[config.mk]
export PLATFORM = sky130hd
export DESIGN_NAME = thermo_edge_enc
export DESIGN_NICKNAME = d
export VERILOG_FILES = /design/src/rtl/thermo_edge_enc.sv
export SDC_FILE = /design/constraint.sdc
export NUM_CORES = 1
export LEC_CHECK = 0
export CORE_MARGIN = 5
export CORE_UTILIZATION = 45
export CTS_BUF_LIST = sky130_fd_sc_hd__clkbuf_2
export CTS_CLUSTER_DIAMETER = 50
export DETAILED_ROUTE_END_ITERATION = 6
export GPL_TIMING_DRIVEN = 0
export PLACE_DENSITY = 0.79
export SETUP_SLACK_MARGIN = 0.3
export SYNTH_ARGS = -nofsm -noshare
export SYNTH_HDL_FRONTEND = slang
export SYNTH_SLANG_ARGS = --single-unit
[constraint.sdc]
create_clock -name clk -period 1.7 [get_ports clk]
set_clock_uncertainty 0.2 [all_clocks]
set_input_delay 0.34 -clock clk [delete_from_list [all_inputs] [get_ports clk]]
set_output_delay 0.34 -clock clk [all_outputs]
set_load 0.1 [all_outputs]
[src/rtl/thermo_edge_enc.sv]
module thermo_edge_enc #(
  parameter int N = 32
) (
  input  logic             clk,
  input  logic             rst_n,
  input  logic             in_valid,
  input  logic [N-1:0]     sample,
  output logic             out_valid,
  output logic [$clog2(N):0] rise_code,
  output logic [$clog2(N):0] fall_code
);
  localparam int POS_W = $clog2(N);
  localparam logic [POS_W-1:0] WRAP_POS = POS_W'(N - 1);

  logic             held_q;
  logic             r_hit, f_hit;
  logic [POS_W-1:0] r_pos, f_pos;

  always_comb begin
    r_hit = 1'b0;
    f_hit = 1'b0;
    r_pos = '0;
    f_pos = '0;
    for (int k = 0; k < N - 1; k++) begin
      if (!sample[k] && sample[k+1]) begin
        r_hit = 1'b1;
        r_pos = POS_W'(k);
      end
      if (sample[k] && !sample[k+1]) begin
        f_hit = 1'b1;
        f_pos = POS_W'(k);
      end
    end
    if (!held_q && sample[0]) begin
      r_hit = 1'b1;
      r_pos = WRAP_POS;
    end
    if (held_q && !sample[0]) begin
      f_hit = 1'b1;
      f_pos = WRAP_POS;
    end
    if (!r_hit) r_pos = POS_W'(sample[0]);
    if (!f_hit) f_pos = POS_W'(!sample[0]);
  end

  always_ff @(posedge clk or negedge rst_n) begin
    if (!rst_n) begin
      held_q    <= 1'b0;
      out_valid <= 1'b0;
      rise_code <= '0;
      fall_code <= '0;
    end else begin
      out_valid <= in_valid;
      if (in_valid) begin
        held_q    <= sample[N-1];
        rise_code <= {r_hit, r_pos};
        fall_code <= {f_hit, f_pos};
      end
    end
  end
endmodule

==> out/summary.txt <==
status: finished, violations left
violated checks: negative setup slack
number of inserted filler cells in the final layout: 224
Inserted Diodes: 0
Int Pwr: 0.806 mW
setup slack at placement: -0.917 ns
Clock Sink Count: 14
master cell of the clock root buffer: sky130_fd_sc_hd__clkbuf_2
Lkg Pwr: 1.29 nW
DR DRC count: 0
Cell Pwr Density: 489 mW/mm^2
Achievable Freq: 542 MHz
slew of the pin with the lowest slew margin: 0.643 ns
die height: 71.2 um
initial antenna violation count: 0
horizontal die dimension: 71.2 um
number of enable flip-flop cells after synthesis: 0
Final Hold Fails: 0
total clock buffers created by CTS: 3
largest net degree at the start of global routing: 15
sequential cell area fraction in the yosys report: 20.8%
grt total ovfl: 0
gate count of the mapped netlist: 241
register share of total power: 26.4%
nature of the critical path startpoint: input pin
final cell count without fillers: 362
netlist area before placement: 0.00169 mm^2
unrepaired setup endpoints after global routing: true
fraction of synthesis flops using an asynchronous set or reset pin: 100%
clock buffer depth: 2
crit path time final: 1.84 ns
routed vias/inst: 6.39
vias in the first global route: 2,283
count of maximum capacitance violations: 0
minimum setup slack in the final design: -0.144 ns
hold path depth: 3
routed wire length: 7260 um
Final setup viols: 5
flops & latches, synth: 14
antenna-violating nets left: 0
logic gate share of total power: 61.9%
largest cells by area after synthesis: sky130_fd_sc_hd__dfrtp_1, sky130_fd_sc_hd__nand2b_1, sky130_fd_sc_hd__nor2b_1
total via count in the routed design: 2,314
relative area change from synthesis to final layout: 78.8%
total global-route track usage: 26.3%
yosys warns: 0
CTS H-tree depth: 1
leading register cell type out of synthesis: sky130_fd_sc_hd__dfrtp_1
list of most frequent post-synthesis cells: sky130_fd_sc_hd__nor2_1, sky130_fd_sc_hd__nand2b_1, sky130_fd_sc_hd__nand2_1, sky130_fd_sc_hd__nor2b_1, sky130_fd_sc_hd__inv_1
critical path start-end classification: in -> reg
hold endpoint: held_q
number of placement rows: 22
detailed router's first-iteration violation count: 233
worst reg2reg path endpoint: rise_code[0]
number of buffers inserted for hold repair after clock tree synthesis: 0
worst reg2reg path startpoint: held_q
placed wire-length estimate after detailed placement: 3920 um
highest net fanout along the worst path: 2
Placed Instances: 331
fraction of power spent switching nets: 45.4%
final hold slack: 0.141 ns
later-pin clock latency in the skew report: 0.27 ns
required arrival time at the worst endpoint: 1.75 ns
cell chain of the critical path: buf_8 -> or2_1 -> a211o_1 -> a2111oi_4 -> nand4_1 -> o211a_1 -> a21oi_2
Critical Path Sink Type: flip-flop
net count reported at finish: 350
path category of the worst min-delay check: in -> reg
share of final-layout standard cells stronger than drive strength 1: 49.7%
library cell with the largest summed area after synthesis: sky130_fd_sc_hd__dfrtp_1
setup slack on the worst flop-to-flop path: -0.11 ns
RD Place Congestion: 0.870
count of distinct cell types in the synthesized netlist: 49
initial cell density of the core: 46.1%
Slew Limit Fails: 0
first-pass GRT wire length: 10,900 um
cell with the largest stage delay on the worst path: sky130_fd_sc_hd__a2111oi_4
Max VDD drop: 222 uV
routed wire length per instance: 20.1 um
critical path data arrival time: 1.89 ns
first-pass detailed-route iteration total: 5
Floorplan Core Area: 0.00366 mm^2
clock power share: 11.7%
Slowest Stage Delay on Critical Path: 0.35 ns
Die Footprint: 0.00508 mm^2
TritonCTS clock tree: yes
hold path startpoint: sample[31]
Syn Area/Cell: 7.00 um^2
post-synthesis net count: 276
clock transition time at the flip-flop clock pins of the worst setup and hold paths: 0.17 ns
number of cell instances on the worst register-to-register path: 7
final period utilization: 108%
number of top-level pins: 48
share of the synthesized area in the top cell type: 20.8%
Max-Slew Margin vs Limit: 57.0%
Switch Pwr: 0.671 mW
Setup Total Neg Slack: -0.621 ns
most frequently used cell type in the post-synthesis netlist: sky130_fd_sc_hd__nor2_1
# port buffers: 42
power by group through the flow:
| stage | sequential [mW] | clock (mW) | combinational [mW] |
|---|---|---|---|
| floorplan | 0.546 | 0 | 0.274 |
| global placement | 0.380 | 0 | 0.652 |
| detailed placement | 0.380 | 0 | 0.656 |
| CTS | 0.386 | 0.157 | 0.834 |
| global route | 0.392 | 0.188 | 0.957 |
| finish | 0.390 | 0.173 | 0.914 |
cell type report:
| cell class | count | area (um^2) | share of cell area (%) |
|---|---|---|---|
| Sequential cell | 14 | 365 | 12.1 |
| Tap cell | 48 | 60.1 | 1.99 |
| Clock buffer | 3 | 15.0 | 0.498 |
| Buffer | 10 | 133 | 4.39 |
| Clock inverter | 1 | 3.75 | 0.124 |
| Multi-Input combinational cell | 201 | 1660 | 54.9 |
| Timing Repair Buffer | 69 | 724 | 24.0 |
| Inverter | 16 | 60.1 | 1.99 |
critical path, delay by kind of cell:
family | cells | cell delay (ns)
and+or+nand+nor | 2 | 0.41
buffers and inverters | 1 | 0.09
AOI/OAI and AO/OA | 4 | 1.06
flip-flops by register name, indices dropped and copies added, names as in the netlist:
signal and flops:
out_valid 1, held_q 1, fall_code 6, rise_code 6
metrics by stage:
stage	utilization (%)	instance area, um^2	power [mW]
5_1_grt	82.4	3020	1.54
3_3_place_gp	63.2	2310	1.03
2_1_floorplan	-	1830	0.820
6_report	82.4	3020	1.48
3_5_place_dp	63.2	2310	1.04
4_1_cts	78.6	2880	1.38
layout by cell type (no fill, tap or decap), types with 4 or more instances in the layout:
cell type                   n
sky130_fd_sc_hd__buf_2     12
sky130_fd_sc_hd__o211ai_1   5
sky130_fd_sc_hd__clkbuf_8   5
sky130_fd_sc_hd__nor2_1    25
sky130_fd_sc_hd__clkbuf_2   4
sky130_fd_sc_hd__a21oi_1    8
sky130_fd_sc_hd__nor2b_4   11
sky130_fd_sc_hd__nor2b_1    6
sky130_fd_sc_hd__nand2b_1  15
sky130_fd_sc_hd__a21o_1     4
sky130_fd_sc_hd__buf_4     26
sky130_fd_sc_hd__nand4_1    7
sky130_fd_sc_hd__dfrtp_2   12
sky130_fd_sc_hd__o21ai_1    7
sky130_fd_sc_hd__a31oi_1    5
sky130_fd_sc_hd__a21oi_2    5
sky130_fd_sc_hd__buf_8      6
sky130_fd_sc_hd__buf_6      8
sky130_fd_sc_hd__o21ai_2    5
sky130_fd_sc_hd__buf_12    13
sky130_fd_sc_hd__nand2b_4   6
sky130_fd_sc_hd__inv_1     16
sky130_fd_sc_hd__nand2_1   16
sky130_fd_sc_hd__o221ai_1   5
worst max-delay path by stage:
stage / from / cells past startpoint / to
final: sample[7] / 7 / fall_code[0]
after global routing: sample[7] / 7 / fall_code[0]
after CTS: sample[7] / 7 / fall_code[0]
after detailed placement: sample[7] / 7 / fall_code[0]
after global placement: sample[6] / 7 / fall_code[0]
after floorplan: sample[6] / 6 / fall_code[0]
cell families (layout without fill, tap and decap cells):
family / count (synthesis) / in the layout / share of synthesized area, %
multiplexers: 1 / 1 / 0.667
buffers and inverters: 26 / 99 / 5.93
AND/OR/NAND/NOR: 115 / 115 / 35.8
flip-flops: 14 / 14 / 20.8
AO/OA/AOI/OAI: 85 / 85 / 36.8
layer usage:
| metal | global-route usage [%] | wire [um] | vias to the layer above |
|---|---|---|---|
| met2 | 46.0 | 3670 | 126 |
| met5 | 0 | 0 | - |
| li1 | - | - | 1046 |
| met4 | 14.4 | 316 | 0 |
| met1 | 29.7 | 2830 | 1108 |
| met3 | 5.33 | 447 | 34 |
repair_timing:
| item | CTS | global route |
|---|---|---|
| cloned | 1 | 0 |
| resized for setup | 307 | 30 |
| endpoints found under the setup margin | 26 | 26 |
| setup buffers | 22 | 4 |
| pin swaps | 41 | 23 |
Power figures use the tool's default switching activity.
